<file path="config.mk">
export PLATFORM = sky130hd
export DESIGN_NAME = flash_page_seq
export DESIGN_NICKNAME = d
export VERILOG_FILES = /design/src/rtl/fseq_pkg.sv /design/src/rtl/fseq_ctrl.sv /design/src/rtl/fseq_dpath.sv /design/src/rtl/flash_page_seq.sv
export SDC_FILE = /design/constraint.sdc
export NUM_CORES = 1
export LEC_CHECK = 0
export CORE_MARGIN = 2
export CORE_UTILIZATION = 51
export CTS_BUF_LIST = sky130_fd_sc_hd__clkbuf_2 sky130_fd_sc_hd__clkbuf_4 sky130_fd_sc_hd__clkbuf_8
export DETAILED_ROUTE_END_ITERATION = 8
export PLACE_DENSITY = 0.91
export SLEW_MARGIN = 15
export SYNTH_ARGS = -nofsm -noshare
export SYNTH_HDL_FRONTEND = slang
export SYNTH_HIERARCHICAL = 1
export SYNTH_SLANG_ARGS = --single-unit
</file>
<file path="constraint.sdc">
create_clock -name clk -period 6.33 [get_ports clk]
set_input_delay 1.899 -clock clk [delete_from_list [all_inputs] [get_ports clk]]
set_output_delay 1.899 -clock clk [all_outputs]
set_load 0.1 [all_outputs]
</file>
<file path="src/rtl/fseq_pkg.sv">
package fseq_pkg;
  localparam int ADDR_W = 24;
  localparam int COL_W  = 16;

  localparam logic [7:0] OPC_WREN      = 8'h06;
  localparam logic [7:0] OPC_LOAD      = 8'h02;
  localparam logic [7:0] OPC_EXEC      = 8'h10;
  localparam logic [7:0] OPC_ERASE     = 8'hD8;
  localparam logic [7:0] OPC_PAGE_RD   = 8'h13;
  localparam logic [7:0] OPC_CACHE_RD  = 8'h03;
  localparam logic [7:0] OPC_CACHE_FST = 8'h0B;
  localparam logic [7:0] OPC_GET_FEAT  = 8'h0F;
  localparam logic [7:0] STATUS_ADDR   = 8'hC0;

  localparam logic [1:0] DIR_NONE = 2'd0;
  localparam logic [1:0] DIR_IN   = 2'd1;
  localparam logic [1:0] DIR_OUT  = 2'd2;

  typedef enum logic [1:0] {OP_READ = 2'd0, OP_PROG = 2'd1, OP_ERASE = 2'd2, OP_NONE = 2'd3} op_e;

  typedef enum logic [2:0] {K_WREN, K_LOAD, K_ROW, K_POLL, K_CACHE} kind_e;

  typedef enum logic [2:0] {
    RES_OK = 3'd0, RES_CORR = 3'd1, RES_UNCORR = 3'd2, RES_ECCRSV = 3'd3,
    RES_PROGFAIL = 3'd4, RES_ERASEFAIL = 3'd5, RES_TIMEOUT = 3'd6
  } res_e;

  typedef struct packed {
    logic  accept;
    logic  issue;
    kind_e kind;
    logic  dataPhase;
    logic  finish;
  } strobe_t;

  typedef struct packed {
    op_e        op;
    logic       busy;
    logic [1:0] ecc;
    logic       exhausted;
  } flags_t;
endpackage

</file>
<file path="src/rtl/fseq_ctrl.sv">
module fseq_ctrl
  import fseq_pkg::*;
(
  input  logic       clk,
  input  logic       rstN,
  input  logic       reqValid,
  input  logic [1:0] reqOp,
  input  logic       engDone,
  input  flags_t     flags,
  output logic       reqReady,
  output strobe_t    strobe
);
  typedef enum logic [1:0] {S_IDLE, S_ISSUE, S_WAIT, S_EVAL} state_e;

  state_e stateQ;
  kind_e  kindQ;
  logic   readOk;

  assign readOk = (flags.op == OP_READ) && (flags.ecc < 2'd2);

  always_comb begin
    strobe           = '0;
    strobe.kind      = kindQ;
    reqReady         = 1'b0;
    case (stateQ)
      S_IDLE: begin
        reqReady      = 1'b1;
        strobe.accept = reqValid && (op_e'(reqOp) != OP_NONE);
      end
      S_ISSUE: strobe.issue = 1'b1;
      S_WAIT: begin
        strobe.dataPhase = 1'b1;
        strobe.finish    = engDone && (kindQ == K_CACHE);
      end
      S_EVAL: strobe.finish = flags.busy ? flags.exhausted : !readOk;
      default: ;
    endcase
  end

  always_ff @(posedge clk) begin
    if (!rstN) begin
      stateQ <= S_IDLE;
      kindQ  <= K_WREN;
    end else begin
      case (stateQ)
        S_IDLE: if (strobe.accept) begin
          stateQ <= S_ISSUE;
          kindQ  <= (op_e'(reqOp) == OP_READ) ? K_ROW : K_WREN;
        end
        S_ISSUE: stateQ <= S_WAIT;
        S_WAIT: if (engDone) begin
          case (kindQ)
            K_WREN: begin
              kindQ  <= (flags.op == OP_PROG) ? K_LOAD : K_ROW;
              stateQ <= S_ISSUE;
            end
            K_LOAD: begin
              kindQ  <= K_ROW;
              stateQ <= S_ISSUE;
            end
            K_ROW: begin
              kindQ  <= K_POLL;
              stateQ <= S_ISSUE;
            end
            K_POLL:  stateQ <= S_EVAL;
            default: stateQ <= S_IDLE;
          endcase
        end
        S_EVAL: begin
          if (flags.busy) begin
            stateQ <= flags.exhausted ? S_IDLE : S_ISSUE;
          end else if (readOk) begin
            kindQ  <= K_CACHE;
            stateQ <= S_ISSUE;
          end else begin
            stateQ <= S_IDLE;
          end
        end
        default: stateQ <= S_IDLE;
      endcase
    end
  end

  // a status evaluation only ever follows a completed poll
  a_r2_eval_after_poll: assert property (@(posedge clk) disable iff (!rstN)
    (stateQ == S_EVAL) |-> (kindQ == K_POLL));

  // nothing is started in the cycle after an idle cycle without acceptance
  a_r9_idle_quiet: assert property (@(posedge clk) disable iff (!rstN)
    (stateQ == S_IDLE && !strobe.accept) |=> (stateQ == S_IDLE));
endmodule

</file>
<file path="src/rtl/fseq_dpath.sv">
module fseq_dpath
  import fseq_pkg::*;
#(
  parameter int LEN_W      = 13,
  parameter int POLL_W     = 16,
  parameter int SLOW_DUMMY = 1,
  parameter int FAST_DUMMY = 1
) (
  input  logic              clk,
  input  logic              rstN,
  input  strobe_t           strobe,
  input  logic [1:0]        reqOp,
  input  logic [ADDR_W-1:0] reqRow,
  input  logic [COL_W-1:0]  reqCol,
  input  logic [LEN_W-1:0]  reqLen,
  input  logic              reqFast,
  input  logic [POLL_W-1:0] pollLimit,
  output flags_t            flags,
  output logic              engStart,
  output logic [7:0]        engOpcode,
  output logic [ADDR_W-1:0] engAddr,
  output logic [1:0]        engAddrBytes,
  output logic [1:0]        engDummyBytes,
  output logic [1:0]        engDir,
  output logic [LEN_W-1:0]  engLen,
  input  logic              engRxValid,
  input  logic [7:0]        engRxData,
  input  logic              engTxReq,
  output logic [7:0]        engTxData,
  output logic              rdValid,
  output logic [7:0]        rdData,
  output logic              wrReq,
  input  logic [7:0]        wrData,
  output logic              doneValid,
  output logic [2:0]        doneCode
);
  localparam logic [1:0] SLOW_D = 2'(SLOW_DUMMY);
  localparam logic [1:0] FAST_D = 2'(FAST_DUMMY);
  localparam logic [POLL_W-1:0] ONE_POLL = POLL_W'(1);

  op_e               opQ;
  logic [ADDR_W-1:0] rowQ;
  logic [COL_W-1:0]  colQ;
  logic [LEN_W-1:0]  lenQ;
  logic              fastQ;
  logic [POLL_W-1:0] limitQ, limitEff, pollCnt;
  logic              stBusy, stEraseFail, stProgFail;
  logic [1:0]        stEcc;
  logic              wrenSeen, rowSeen;
  res_e              resNext;
  res_e              doneCodeQ;

  assign limitEff = (limitQ == '0) ? ONE_POLL : limitQ;

  assign flags.op        = opQ;
  assign flags.busy      = stBusy;
  assign flags.ecc       = stEcc;
  assign flags.exhausted = (pollCnt >= limitEff);

  // request capture, status capture, poll counting
  always_ff @(posedge clk) begin
    if (!rstN) begin
      opQ <= OP_READ; rowQ <= '0; colQ <= '0; lenQ <= '0; fastQ <= 1'b0;
      limitQ <= '0; pollCnt <= '0;
      stBusy <= 1'b0; stEraseFail <= 1'b0; stProgFail <= 1'b0; stEcc <= 2'd0;
      wrenSeen <= 1'b0; rowSeen <= 1'b0;
    end else if (strobe.accept) begin
      opQ <= op_e'(reqOp); rowQ <= reqRow; colQ <= reqCol; lenQ <= reqLen;
      fastQ <= reqFast; limitQ <= pollLimit; pollCnt <= '0;
      stBusy <= 1'b0; stEraseFail <= 1'b0; stProgFail <= 1'b0; stEcc <= 2'd0;
      wrenSeen <= 1'b0; rowSeen <= 1'b0;
    end else begin
      if (strobe.issue && strobe.kind == K_POLL) pollCnt <= pollCnt + ONE_POLL;
      if (strobe.issue && strobe.kind == K_WREN) wrenSeen <= 1'b1;
      if (strobe.issue && strobe.kind == K_ROW)  rowSeen  <= 1'b1;
      if (strobe.dataPhase && strobe.kind == K_POLL && engRxValid) begin
        stBusy      <= engRxData[0];
        stEraseFail <= engRxData[2];
        stProgFail  <= engRxData[3];
        stEcc       <= engRxData[5:4];
      end
    end
  end

  // command field selection
  always_comb begin
    engOpcode     = OPC_WREN;
    engAddr       = '0;
    engAddrBytes  = 2'd0;
    engDummyBytes = 2'd0;
    engDir        = DIR_NONE;
    engLen        = '0;
    case (strobe.kind)
      K_LOAD: begin
        engOpcode    = OPC_LOAD;
        engAddr      = ADDR_W'(colQ);
        engAddrBytes = 2'd2;
        engDir       = DIR_OUT;
        engLen       = lenQ;
      end
      K_ROW: begin
        case (opQ)
          OP_PROG:  engOpcode = OPC_EXEC;
          OP_ERASE: engOpcode = OPC_ERASE;
          default:  engOpcode = OPC_PAGE_RD;
        endcase
        engAddr      = rowQ;
        engAddrBytes = 2'd3;
      end
      K_POLL: begin
        engOpcode    = OPC_GET_FEAT;
        engAddr      = ADDR_W'(STATUS_ADDR);
        engAddrBytes = 2'd1;
        engDir       = DIR_IN;
        engLen       = LEN_W'(1);
      end
      K_CACHE: begin
        engOpcode     = fastQ ? OPC_CACHE_FST : OPC_CACHE_RD;
        engAddr       = ADDR_W'(colQ);
        engAddrBytes  = 2'd2;
        engDummyBytes = fastQ ? FAST_D : SLOW_D;
        engDir        = DIR_IN;
        engLen        = lenQ;
      end
      default: ;
    endcase
  end

  assign engStart  = strobe.issue;
  assign engTxData = wrData;
  assign wrReq     = strobe.dataPhase && (strobe.kind == K_LOAD) && engTxReq;
  assign rdValid   = strobe.dataPhase && (strobe.kind == K_CACHE) && engRxValid;
  assign rdData    = engRxData;

  // result decode
  always_comb begin
    if (stBusy) begin
      resNext = RES_TIMEOUT;
    end else begin
      case (opQ)
        OP_PROG:  resNext = stProgFail  ? RES_PROGFAIL  : RES_OK;
        OP_ERASE: resNext = stEraseFail ? RES_ERASEFAIL : RES_OK;
        default: begin
          case (stEcc)
            2'd0:    resNext = RES_OK;
            2'd1:    resNext = RES_CORR;
            2'd2:    resNext = RES_UNCORR;
            default: resNext = RES_ECCRSV;
          endcase
        end
      endcase
    end
  end

  always_ff @(posedge clk) begin
    if (!rstN) begin
      doneValid <= 1'b0;
      doneCodeQ <= RES_OK;
    end else begin
      doneValid <= strobe.finish;
      if (strobe.finish) doneCodeQ <= resNext;
    end
  end
  assign doneCode = doneCodeQ;

  // load, execute and erase only after write enable in this job
  a_r7_wren_first: assert property (@(posedge clk) disable iff (!rstN)
    (strobe.issue && (strobe.kind == K_LOAD || (strobe.kind == K_ROW && opQ != OP_READ)))
      |-> wrenSeen);

  // polling only after the row command went out
  a_r2_poll_after_row: assert property (@(posedge clk) disable iff (!rstN)
    (strobe.issue && strobe.kind == K_POLL) |-> rowSeen);

  // cache read only when the page load finished with usable ECC
  a_r4_cache_gate: assert property (@(posedge clk) disable iff (!rstN)
    (strobe.issue && strobe.kind == K_CACHE) |-> (rowSeen && !stBusy && stEcc < 2'd2));

  // a timeout is reported only after the full poll budget
  a_r8_timeout_budget: assert property (@(posedge clk) disable iff (!rstN)
    (doneValid && doneCodeQ == RES_TIMEOUT) |-> (pollCnt >= limitEff));

  // completion is a single-cycle pulse
  a_r10_done_pulse: assert property (@(posedge clk) disable iff (!rstN)
    doneValid |=> !doneValid);
endmodule

</file>
<file path="src/rtl/flash_page_seq.sv">
module flash_page_seq
  import fseq_pkg::*;
#(
  parameter int LEN_W      = 13,
  parameter int POLL_W     = 16,
  parameter int SLOW_DUMMY = 1,
  parameter int FAST_DUMMY = 1
) (
  input  logic              clk,
  input  logic              rstN,
  input  logic              reqValid,
  output logic              reqReady,
  input  logic [1:0]        reqOp,
  input  logic [23:0]       reqRow,
  input  logic [15:0]       reqCol,
  input  logic [LEN_W-1:0]  reqLen,
  input  logic              reqFast,
  input  logic [POLL_W-1:0] pollLimit,
  output logic              doneValid,
  output logic [2:0]        doneCode,
  output logic              engStart,
  output logic [7:0]        engOpcode,
  output logic [23:0]       engAddr,
  output logic [1:0]        engAddrBytes,
  output logic [1:0]        engDummyBytes,
  output logic [1:0]        engDir,
  output logic [LEN_W-1:0]  engLen,
  input  logic              engDone,
  input  logic              engRxValid,
  input  logic [7:0]        engRxData,
  input  logic              engTxReq,
  output logic [7:0]        engTxData,
  output logic              rdValid,
  output logic [7:0]        rdData,
  output logic              wrReq,
  input  logic [7:0]        wrData
);
  strobe_t strobe;
  flags_t  flags;

  fseq_ctrl u_ctrl (
    .clk(clk), .rstN(rstN), .reqValid(reqValid), .reqOp(reqOp),
    .engDone(engDone), .flags(flags), .reqReady(reqReady), .strobe(strobe)
  );

  fseq_dpath #(
    .LEN_W(LEN_W), .POLL_W(POLL_W), .SLOW_DUMMY(SLOW_DUMMY), .FAST_DUMMY(FAST_DUMMY)
  ) u_dpath (
    .clk(clk), .rstN(rstN), .strobe(strobe),
    .reqOp(reqOp), .reqRow(reqRow), .reqCol(reqCol), .reqLen(reqLen),
    .reqFast(reqFast), .pollLimit(pollLimit), .flags(flags),
    .engStart(engStart), .engOpcode(engOpcode), .engAddr(engAddr),
    .engAddrBytes(engAddrBytes), .engDummyBytes(engDummyBytes), .engDir(engDir),
    .engLen(engLen), .engRxValid(engRxValid), .engRxData(engRxData),
    .engTxReq(engTxReq), .engTxData(engTxData), .rdValid(rdValid), .rdData(rdData),
    .wrReq(wrReq), .wrData(wrData), .doneValid(doneValid), .doneCode(doneCode)
  );
endmodule

</file>
## After elaboration in Yosys (flattened, before gate mapping)

Cells that the tools add are included.

- Bits in registers: 102
- Logic and storage cells: 95

- $add $sub $neg: 1
- $lt $le $gt $ge: 2
- Eq/ne operators: 17
- Muxes and demuxes: 35
- Bitwise gates (word level): 1
- Reductions and logical operators: 24

Operators with widths:

| kind | number |
|---|---|
| case mux 24 bit (3 select lines) | 1 |
| case mux 8 bit (4 select lines) | 1 |
| case mux 13 bit (2 select lines) | 1 |
| 2-to-1 mux 3 bit | 7 |
| case mux 3 bit (3 select lines) | 2 |
| adder 16 x 1 -> 16 bit, second input constant | 1 |
| greater-or-equal comparator 16 bit | 1 |
| logical NOT 16 bit | 1 |
| 2-to-1 mux 16 bit | 1 |
| case mux 8 bit (2 select lines) | 1 |
| case mux 2 bit (3 select lines) | 2 |
| logical AND 1 bit | 10 |
| 2-to-1 mux 2 bit | 5 |
| equality test 2 bit, second input constant | 4 |
| logical NOT 2 bit | 4 |
| 2-to-1 mux 1 bit | 8 |
| inequality test 2 bit, second input constant | 4 |
| case mux 2 bit (2 select lines) | 2 |
| case mux 2 bit (4 select lines) | 1 |
| equality test 2 x 1 -> 1 bit, second input constant | 3 |
| equality test 3 x 2 -> 1 bit, second input constant | 2 |
| case mux 3 bit (2 select lines) | 1 |
| AND reduction 6 bit | 1 |
| OR reduction 2 bit | 3 |
| other kinds (13) | 13 |

## Depth between registers and ports, before layout

Gate-level depths: netlist of run 1.

- Depth in word-level cells: 6
- Mapped depth: 12
- Mapped depth without buffers: 12

## By module

Netlist of run 1, hierarchy kept.

By module, submodules not included:

| module | instances | cells an instance | area each (um^2) | sequential area each (um^2) |
|---|---|---|---|---|
| fseq_dpath | 1 | 508 | 4803.4 | 1941.9 |
| fseq_ctrl | 1 | 46 | 339.1 | 100.1 |

## Least setup slack after synthesis of run 1

No wires, ideal clock.

- Kind: register to output
- Start point: register u_ctrl.kindQ[0]
- End point: output port engOpcode[2]
- Arrival time: 3.461 ns
- Required time: 4.431 ns
- Slack: 0.970 ns
- Cell stages (with the launch flop): 6
- Path buffers: 1
- Cell sequence: dfxtp_1 > buf_4 > nand2b_1 > nor2_1 > or3_1 > inv_1

- Word-level cells in the longest chain between the ends: 2
- Elaborated cells on any way between the ends: 5
- Those cells by class: eq/ne: 4; mux: 1

Ends and longest elaborated chain:

| item | RTL line | text |
|---|---|---|
| start, declared | fseq_ctrl.sv:16 | `kind_e kindQ;` |
| start signal, assigned | fseq_ctrl.sv:48 | `kindQ <= (op_e'(reqOp) == OP_READ) ? K_ROW : K_WREN;` |
| start signal, assigned | fseq_ctrl.sv:54 | `kindQ <= (flags.op == OP_PROG) ? K_LOAD : K_ROW;` |
| equality test 3 bit (tied with other cells) | fseq_dpath.sv:93 | `case (strobe.kind)` |
| case mux 8 bit (4 select lines) * | fseq_dpath.sv:93 |  |
| end, declared | flash_page_seq.sv:22 | `output logic [7:0] engOpcode,` |

Mark *: on every way between the ends. The rest lies on a longest branch, timed or not.

## Worst setup path in the final report of run 1

- Start point: register u_ctrl.kindQ[0]
- End point: output port engLen[11]

- Word-level cells in the longest chain between the ends: 3
- Elaborated cells on any way between the ends: 5
- Those cells by class: eq/ne: 3; mux: 1; reduce/logical: 1

Ends and longest elaborated chain:

| item | RTL line | text |
|---|---|---|
| equality test 3 x 1 -> 1 bit / equality test 3 bit (equally long branches) | fseq_dpath.sv:93 |  |
| OR reduction 2 bit (no line) | -- |  |
| case mux 13 bit (2 select lines) * | fseq_dpath.sv:93 |  |
| end, declared | flash_page_seq.sv:27 | `output logic [LEN_W-1:0] engLen,` |

Marks and branches as above.

==> summary.md, run 1 <==
| Metric | Value |
|---|---|
| Outcome | completed |
| Maximum clock frequency | 0.193 GHz |
| Post-CTS setup buffers | 0 |
| Router iterations before antenna repair | 5 |
| GRT Residual Overflow | 0 |
| Nets | 781 |
| Wire length per cell | 15.9 um |
| EDFF count, synth | 0 |
| Final max-slew violation count | 0 |
| Ports | 169 |
| TNS Setup | 0 ns |
| Gpl congestion | 0.804 |
| CP startpoint kind | register |
| Max FO, Critical Path | 15 |
| Count of input and output buffers | 144 |
| Area grow syn2layout | 29.2% |
| CP cell instances | nand2b_1 -> o21ai_2 -> buf_4 -> and2_1 -> clkdlybuf4s50_1 |
| Die Y | 104 um |
| Worst-path clk slew | 0.10 ns |
| N_diodes | 0 |
| TritonCTS buffer count | 9 |
| Resized cells post-CTS | 0 |
| Fillers | 742 |
| WS Path Type | register to output port |
| Post-synthesis average cell area | 9.28 um^2 |
| Most frequent cell after synthesis | dfxtp_1 |
| Mean number of vias per cell | 5.35 |
| Sequential area share after synthesis | 0.397 |
| Power Density | 209 nW/um^2 |
| Final period util | 0.819 |
| Worst skew pair latency | 0.37 ns |
| Global-route wire length before repair | 20500 um |
| CTS max path bufs | 2 |
| Initial antenna violation count | 0 |
| Yosys top cell area share | 0.397 |
| Minimum clock period | 5.18 ns |
| Root buf cell | clkbuf_8 |
| All-Layer GR Usage | 0.231 |
| Static Leakage | 0.00261 uW |
| Hold buffers post-CTS | 0 |
| Core box area | 9770 um^2 |
| Async SR Flop Fraction | 0 |
| Cells after Synth | 554 |
| Worst R2R Path Depth | 10 |
| Overall power | 1390 uW |
| Num Clock Sinks | 102 |
| Slowest CP cell | clkdlybuf4s50_1 |
| Via Count | 4308 |
| Die outline area | 10900 um^2 |
| Post-route DRC violation count | 0 |
| Total Routed Length | 12800 um |
| Area leader, netlist | dfxtp_1 |
| Ys Warns | 6 |
| Layout cells sized above 1 | 0.0804 |
| Leading cell types by count after synthesis | dfxtp_1 (102), nor2b_1 (79), mux2i_1 (76) |
| Slew headroom | 0.324 |
| Cells on Worst Hold Path | 2 |
| Synth Cell Area | 5140 um^2 |
| Register bit total from synthesis | 102 |
| H-tree depth | 3 |
| Worst vdd ir | 146 uV |
| Maxcap violations | 0 |
| CTS tree | done |
| Worst setup EP type | output port |
| Final Hold Fails | 0 |
| Crit path DAT | 3.28 ns |
| CP max stage delay | 1.14 ns |
| Worst Hold Class | register to register |
| Unrepaired setup endpoints after global routing | false |
| Final Setup Violations | 0 |
| Worst clock skew | 0.0155 ns |
| Starting Density | 0.526 |
| Vias in the first global route | 4281 |
| Top cells by area, synth | dfxtp_1 (40%), mux2i_1 (15%), nor2b_1 (9.6%), ha_1 (4.6%), buf_4 (3.2%) |
| Post-DP HPWL | 9380 um |
| FP Rows | 36 |
| Largest net degree at the start of global routing | 81 |
| Antenna Violating Nets Remaining | 0 |
| CP required | 4.43 ns |
| Top FF cell, synth | dfxtp_1 |
| Chip width | 104 um |
| Yosys cell types | 50 |
| Worst Max-Slew Pin Slew | 1.01 ns |
| Initial DRC Count | 174 |
## flip-flops by register name, indices dropped and copies added (netlist names)
signal,cells
u_dpath/pollCnt,16
u_dpath/stEcc,2
u_dpath/rowQ,24
u_dpath/limitQ,16
u_dpath/lenQ,13
u_ctrl/stateQ,2
u_dpath/stEraseFail,1
u_dpath/doneCode,3
u_dpath/opQ,2
u_dpath/stProgFail,1
u_dpath/colQ,16
u_dpath/fastQ,1
u_ctrl/kindQ,3
u_dpath/doneValid,1
u_dpath/stBusy,1
## kinds of logic (layout without fill, tap and decap cells)
family | Yosys count | count (layout) | synth area share
flip-flops | 102 | 102 | 0.397
XOR/XNOR | 9 | 9 | 0.0153
AO/OA/AOI/OAI | 71 | 71 | 0.0942
multiplexers | 77 | 77 | 0.150
buffers and inverters | 72 | 189 | 0.0718
other | 1 | 2 | 0.000729
adder cells (fa/ha/maj) | 19 | 19 | 0.0462
AND/OR/NAND/NOR | 203 | 203 | 0.225
## layout make-up
type	count	area, um^2	share of cell area
inverter	26	100	0.0151
clock buffer	9	124	0.0186
tap	133	166	0.0251
clock inverter	6	70.1	0.0105
sequential	102	2040	0.307
timing repair buffer	148	1400	0.211
multi-input combinational	381	2740	0.412
## where the power goes
group / internal, uW / switching, uW / total (uW) / leakage (uW)
clock: 184 / 227 / 411 / 0.0000936
sequential: 674 / 22.5 / 696 / 0.000832
combinational: 124 / 160 / 284 / 0.00168
## metrics by stage
stage                      util  area, um^2  worst slack [ns]  hold WS, ns  instances
after floorplan               -        5150             0.970        0.454        555
after global placement    0.660        6450              1.49        0.467        790
after detailed placement  0.660        6450              1.48        0.468        790
after CTS                 0.680        6640              1.15        0.483        805
after global routing      0.680        6640             0.935        0.509        805
final                     0.680        6640              1.15        0.484        805
## worst paths after layout
check,startpoint,end,slack (ns)
setup reg to reg,u_dpath/pollCnt[11],u_dpath/doneCode[1],3.64
hold reg to reg,u_dpath/stEraseFail,u_dpath/stEraseFail,0.48
setup / recovery,u_ctrl/kindQ[0],engLen[11],1.15
hold / removal,u_dpath/stEraseFail,u_dpath/stEraseFail,0.48
## cell usage in the layout (no fill, tap or decap), drive strengths merged, types with 10 or more instances in the layout
cell and count:
dfxtp 102, nand4 10, a21oi 19, nand2 30
nor2b 79, nor2 29, mux2i 76, inv 28
a22o 15, buf 31, clkdlybuf4s50 117, and2 22
ha 19, o21ai 15
## worst max-delay path: cells and delay by family (launching register included)
| family | cells | cell delay (ns) |
|---|---|---|
| buffers and inverters | 2 | 1.44 |
| DFF | 1 | 0.63 |
| AOI/OAI and AO/OA | 1 | 0.50 |
| and+or+nand+nor | 2 | 0.33 |
## layer usage
layer | GRT usage | vias to the layer above | part of all wire
li1 | - | 2105 | -
met1 | 0.277 | 2005 | 0.41
met2 | 0.397 | 178 | 0.50
met3 | 0.0714 | 20 | 0.077
met4 | 0.0685 | 0 | 0.015
met5 | 0 | - | 0
Note: power is estimated with default switching activity, not from simulation.
==> inputs of run 2 (changes only) <==
--- a/config.mk
+++ b/config.mk
@@ -6,10 +6,10 @@
 export NUM_CORES = 1
 export LEC_CHECK = 0
 export CORE_MARGIN = 2
-export CORE_UTILIZATION = 51
+export CORE_UTILIZATION = 43
 export CTS_BUF_LIST = sky130_fd_sc_hd__clkbuf_2 sky130_fd_sc_hd__clkbuf_4 sky130_fd_sc_hd__clkbuf_8
 export DETAILED_ROUTE_END_ITERATION = 8
-export PLACE_DENSITY = 0.91
+export PLACE_DENSITY = 0.82
 export SLEW_MARGIN = 15
 export SYNTH_ARGS = -nofsm -noshare
 export SYNTH_HDL_FRONTEND = slang
==> constraint.sdc (replaced) <==
create_clock -name clk -period 4.7 [get_ports clk]
set_input_delay 1.41 -clock clk [delete_from_list [all_inputs] [get_ports clk]]
set_output_delay 1.41 -clock clk [all_outputs]
set_load 0.1 [all_outputs]
==> run 2 against run 1 <==
Clock-buffer cell count is the same. Largest power group unchanged. First-iteration DRC count grew 4.0%. Via count shrank 1.9%.
==> summary.md, run 2 (same netlist as run 1, synthesis figures left out) <==
| Metric | Value |
|---|---|
| Fillers | 1039 (+40%) |
| Global-route wire length before repair | 20900 um (+2.1%) |
| Layout cells sized above 1 | 0.122 (+0.0413) |
| Initial DRC Count | 181 (+4.0%) |
| Resized cells post-CTS | 0 (unchanged) |
| Critical path startpoint | u_dpath/opQ[0] |
| Die outline area | 12800 um^2 (+18%) |
| H-tree depth | 3 (unchanged) |
| Largest net degree at the start of global routing | 74 (-8.6%) |
| Worst-path clk slew | 0.11 ns (about the same) |
| Antenna Violating Nets Remaining | 0 (unchanged) |
| Ports | 169 (unchanged) |
| Crit Reg-Reg Startpoint | u_dpath/limitQ[9] |
| Design area | 6640 um^2 (about the same) |
| Unrepaired setup endpoints after global routing | false |
| Nets | 782 (+0.13%) |
| Power Density | 289 nW/um^2 (+38%) |
| Most common cell after layout, fill and taps aside | dfxtp_1 |
| Max FO, Critical Path | 6 (-9) |
| Num Clock Sinks | 102 (unchanged) |
| Post-route DRC violation count | 0 (unchanged) |
| Worst skew pair latency | 0.38 ns (about the same) |
| CP startpoint kind | register |
| N_diodes | 0 (unchanged) |
| GRT Residual Overflow | 0 (unchanged) |
| Max reg flops | 24 (unchanged) |
| Hold_sp | u_dpath/doneCode[0] |
| Overall power | 1910 uW (+38%) |
| Worst Max-Slew Pin Slew | 0.991 ns (-0.0195 ns) |
| Post-CTS setup buffers | 0 (unchanged) |
| Maximum clock frequency | 0.249 GHz |
| Count of input and output buffers | 144 (unchanged) |
| Reg with most FFs | u_dpath/rowQ |
| CP required | 3.29 ns (-1.14 ns) |
| CP max stage delay | 0.98 ns (-0.16 ns) |
| Final max-slew violation count | 0 (unchanged) |
| CP cell instances | inv_1 -> ha_1 -> or3_1 -> clkdlybuf4s50_1 |
| Core box area | 11600 um^2 (+18%) |
| Static Leakage | 0.00268 uW (+2.7%) |
| Die Y | 113 um (+8.6%) |
| All-Layer GR Usage | 0.202 (-0.0292) |
| Post-Place Cells | 801 (+1.4%) |
| Chip width | 113 um (+8.6%) |
| FP Rows | 39 (+8.3%) |
| TritonCTS buffer count | 9 (unchanged) |
| CTS tree | done |
| Slew headroom | 0.337 (+0.0130) |
| Worst vdd ir | 242 uV (+66%) |
| Root buf cell | clkbuf_8 |
| Slowest CP cell | clkdlybuf4s50_1 |
| Placed inst area | 6430 um^2 (-0.35%) |
| Wire length per cell | 15.6 um (-1.7%) |
| Initial antenna violation count | 0 (unchanged) |
| Outcome | completed |
| Gpl congestion | 0.881 (+9.6%) |
| Worst clock skew | 0.0144 ns (-0.00118 ns) |
| Hold buffers post-CTS | 0 (unchanged) |
| WS Path Type | register to output port |
| Fin cells | 817 (+1.5%) |
| Final Hold Fails | 0 (unchanged) |
| TNS Setup | 0 ns (unchanged) |
| Worst Hold Class | register to register |
| Crit path DAT | 2.61 ns (-0.67 ns) |
| Final Setup Violations | 0 (unchanged) |
| Minimum clock period | 4.02 ns |
| Router iterations before antenna repair | 4 (-1) |
| Maxcap violations | 0 (unchanged) |
| Worst setup EP type | output port |
| Starting Density | 0.445 (-0.0815) |
| Via Count | 4228 (-1.9%) |
| Most frequent cells in the layout | dfxtp_1 (102), clkdlybuf4s50_1 (91), nor2b_1 (79) |
| Vias in the first global route | 4377 (+2.2%) |
| Post-DP HPWL | 9340 um (-0.39%) |
| Mean number of vias per cell | 5.18 (-3.3%) |
| Final period util | 0.855 |
| Total Routed Length | 12700 um (-0.22%) |
| Area grow syn2layout | 29.1% (about the same) |
| CTS max path bufs | 2 (unchanged) |
run 2: cell types whose count changed in the layout (fill, tap and decap cells not counted), sizes merged:
cell	change
inv	+1
clkinvlp	-1
clkdlybuf4s50	-26
clkinv	+1
buf	+27
run 2: cell type report:
class                      count  area (um^2)  share of cell area
clock buffer                   9          124              0.0187
sequential                   102         2040               0.308
inverter                      26         98.8              0.0149
multi-input combinational    381         2740               0.413
timing repair buffer         149         1370               0.206
clock inverter                 7         86.3              0.0130
tap                          143          179              0.0270
run 2: metal layers:
metal  vias to the layer above  wire (um)  global-route usage
met5                         -          0                   0
met4                         0        129              0.0447
met3                        17        939              0.0680
met2                       139       6280               0.350
met1                      1971       5390               0.243
li1                       2101          -                   -
run 2: power by group:
| group | internal (uW) | switching, uW |
|---|---|---|
| Combinational | 168 | 215 |
| Sequential | 908 | 29.5 |
| Clock | 258 | 336 |
run 2: worst paths after layout:
path	to	slack, ns	cells past startpoint
setup / recovery	engOpcode[1]	0.68	4
hold reg to reg	u_dpath/doneCode[0]	0.49	2
hold / removal	u_dpath/doneCode[0]	0.49	2
setup reg to reg	u_dpath/doneCode[1]	1.90	12
run 2: per-stage QoR:
step                hold WS (ns)   util  setup slack, ns
floorplan                  0.454      -           0.0313
global placement           0.471  0.556            0.875
detailed placement         0.478  0.556            0.881
CTS                        0.491  0.574            0.677
global route               0.511  0.574            0.573
finish                     0.485  0.574            0.681
run 2: worst max-delay path, delay by kind of cell (launching register included):
family                     cells  cell delay (ns)
adders and majority gates      1             0.38
buffers and inverters          2             1.04
DFF                            1             0.40
and+or+nand+nor                1             0.39
==> inputs of run 3 (changes only) <==
--- a/config.mk
+++ b/config.mk
@@ -6,10 +6,10 @@
 export NUM_CORES = 1
 export LEC_CHECK = 0
 export CORE_MARGIN = 2
-export CORE_UTILIZATION = 43
+export CORE_UTILIZATION = 51
 export CTS_BUF_LIST = sky130_fd_sc_hd__clkbuf_2 sky130_fd_sc_hd__clkbuf_4 sky130_fd_sc_hd__clkbuf_8
 export DETAILED_ROUTE_END_ITERATION = 8
-export PLACE_DENSITY = 0.82
+export PLACE_DENSITY = 0.91
 export SLEW_MARGIN = 15
 export SYNTH_ARGS = -nofsm -noshare
 export SYNTH_HDL_FRONTEND = slang
==> constraint.sdc (replaced) <==
create_clock -name clk -period 4.74 [get_ports clk]
set_input_delay 1.422 -clock clk [delete_from_list [all_inputs] [get_ports clk]]
set_output_delay 1.422 -clock clk [all_outputs]
set_load 0.1 [all_outputs]
==> run 3 against run 2 <==
Core utilization grew 10 points. Clock-buffer cell count is the same. Sequential power shrank 0.7%. Critical path depth is the same. Cell count shrank 1.2%. Sequential share of layout area grew 0.25 points. Non-clock buffer count is the same. Setup slack gained 0.044 ns. Die area shrank 15%. Largest power group unchanged. Highest routed layer unchanged.
==> summary.md, run 3 (same netlist as run 1, synthesis figures left out) <==
| Metric | Value |
|---|---|
| Outcome | completed |
| Die outline area | 10900 um^2 (-15%) |
| Unrepaired setup endpoints after global routing | false |
| Crit path DAT | 2.59 ns (-0.02 ns) |
| Layout cells sized above 1 | 0.126 (+0.00445) |
| Count of input and output buffers | 144 (unchanged) |
| Post-route DRC violation count | 0 (unchanged) |
| Via Count | 4305 (+1.8%) |
| Num Clock Sinks | 102 (unchanged) |
| Resized cells post-CTS | 0 (unchanged) |
| Worst-path clk slew | 0.10 ns (about the same) |
| H-tree depth | 3 (unchanged) |
| Gpl congestion | 0.891 (+1.2%) |
| Total Routed Length | 12700 um (about the same) |
| Fin cells | 807 (-1.2%) |
| Reg with most FFs | u_dpath/rowQ |
| FP Rows | 36 (-7.7%) |
| Max FO, Critical Path | 6 (unchanged) |
| Nets | 782 (unchanged) |
| Worst R2R Path Depth | 10 (-2) |
| Root buf cell | clkbuf_8 |
| Post-DP HPWL | 9330 um (-0.14%) |
| Final Setup Violations | 0 (unchanged) |
| Final Hold Fails | 0 (unchanged) |
| Fillers | 826 (-21%) |
| Chip width | 104 um (-7.9%) |
| Hold buffers post-CTS | 0 (unchanged) |
| Starting Density | 0.526 (+0.0815) |
| All-Layer GR Usage | 0.236 (+0.0345) |
| Post-Place Cells | 791 (-1.2%) |
| N_diodes | 0 (unchanged) |
| TNS Setup | 0 ns (unchanged) |
| Antenna Violating Nets Remaining | 0 (unchanged) |
| Initial DRC Count | 159 (-12%) |
| Worst Max-Slew Pin Slew | 0.973 ns (-0.0187 ns) |
| TritonCTS buffer count | 9 (unchanged) |
| Most frequent cells in the layout | dfxtp_1 (102), clkdlybuf4s50_1 (90), nor2b_1 (79) |
| CP startpoint kind | register |
| Cells on Worst Hold Path | 2 (unchanged) |
| Initial antenna violation count | 0 (unchanged) |
| Most common cell after layout, fill and taps aside | dfxtp_1 |
| Maxcap violations | 0 (unchanged) |
| Area grow syn2layout | 28.0% |
| Mean number of vias per cell | 5.33 (+3.1%) |
| Minimum clock period | 4.02 ns |
| CTS tree | done |
| Post-CTS setup buffers | 0 (unchanged) |
| WS Path Type | register to output port |
| Vias in the first global route | 4476 (+2.3%) |
| GRT Residual Overflow | 0 (unchanged) |
| Wire length per cell | 15.8 um (+1.2%) |
| CTS max path bufs | 2 (unchanged) |
| Static Leakage | 0.00266 uW (-0.63%) |
| Worst vdd ir | 174 uV (-28%) |
| Final period util | 0.847 |
| Slew headroom | 0.349 (+0.0125) |
| Worst clock skew | 0.00845 ns (-0.00591 ns) |
| Largest net degree at the start of global routing | 74 (unchanged) |
| CP required | 3.32 ns (+0.03 ns) |
| Worst skew pair latency | 0.36 ns (-0.02 ns) |
| Final max-slew violation count | 0 (unchanged) |
| Global-route wire length before repair | 21200 um (+1.3%) |
| Power Density | 276 nW/um^2 (-4.4%) |
| Die Y | 104 um (-7.9%) |
| Maximum clock frequency | 0.249 GHz |
| Router iterations before antenna repair | 4 (unchanged) |
| Worst Hold Class | register to register |
| Core box area | 9770 um^2 (-15%) |
| Ports | 169 (unchanged) |
| Worst setup EP type | output port |
| Max reg flops | 24 (unchanged) |
[run 3: final timing paths]
path | end | startpoint | slack, ns
worst max-delay path | engOpcode[1] | u_dpath/opQ[0] | 0.72
worst min-delay path | u_dpath/stProgFail | u_dpath/stProgFail | 0.50
worst max register to register | u_dpath/doneCode[1] | u_dpath/pollCnt[11] | 1.97
worst min register to register | u_dpath/stProgFail | u_dpath/stProgFail | 0.50
[run 3: report_power, final]
part	switching (uW)	total, uW	leakage [uW]	internal [uW]
sequential	30.1	930	0.000832	900
combinational	215	382	0.00174	167
clock	307	504	0.0000866	197
[run 3: through the flow]
step           area (um^2)  utilization  worst slack [ns]  hold WS, ns  total power (uW)
6_report              6580        0.674             0.725        0.498              1820
3_3_place_gp          6400        0.655             0.913        0.474              1320
5_1_grt               6580        0.674             0.615        0.528              1900
3_5_place_dp          6400        0.655             0.896        0.488              1330
2_1_floorplan         5150            -            0.0593        0.454              1240
4_1_cts               6580        0.674             0.726        0.503              1830
[run 3: layer usage]
metal | vias up | wire (um) | global-route usage
li1 | 2107 | - | -
met1 | 2032 | 5380 | 0.284
met2 | 145 | 6380 | 0.414
met3 | 21 | 772 | 0.0576
met4 | 0 | 204 | 0.0763
met5 | - | 0 | 0
[run 3: critical path, stage by stage, from the launching register on]
cell and delay, ns:
dfxtp_1 0.42, inv_1 0.06, ha_1 0.38, or3_1 0.39, clkdlybuf4s50_1 0.98
[run 3: final cells by class]
type / instances / area, um^2 / share of cell area
multi-input combinational: 381 / 2740 / 0.417
sequential: 102 / 2040 / 0.310
timing repair buffer: 149 / 1350 / 0.206
tap: 133 / 166 / 0.0253
clock buffer: 9 / 124 / 0.0188
inverter: 26 / 98.8 / 0.0150
clock inverter: 7 / 55.1 / 0.00836
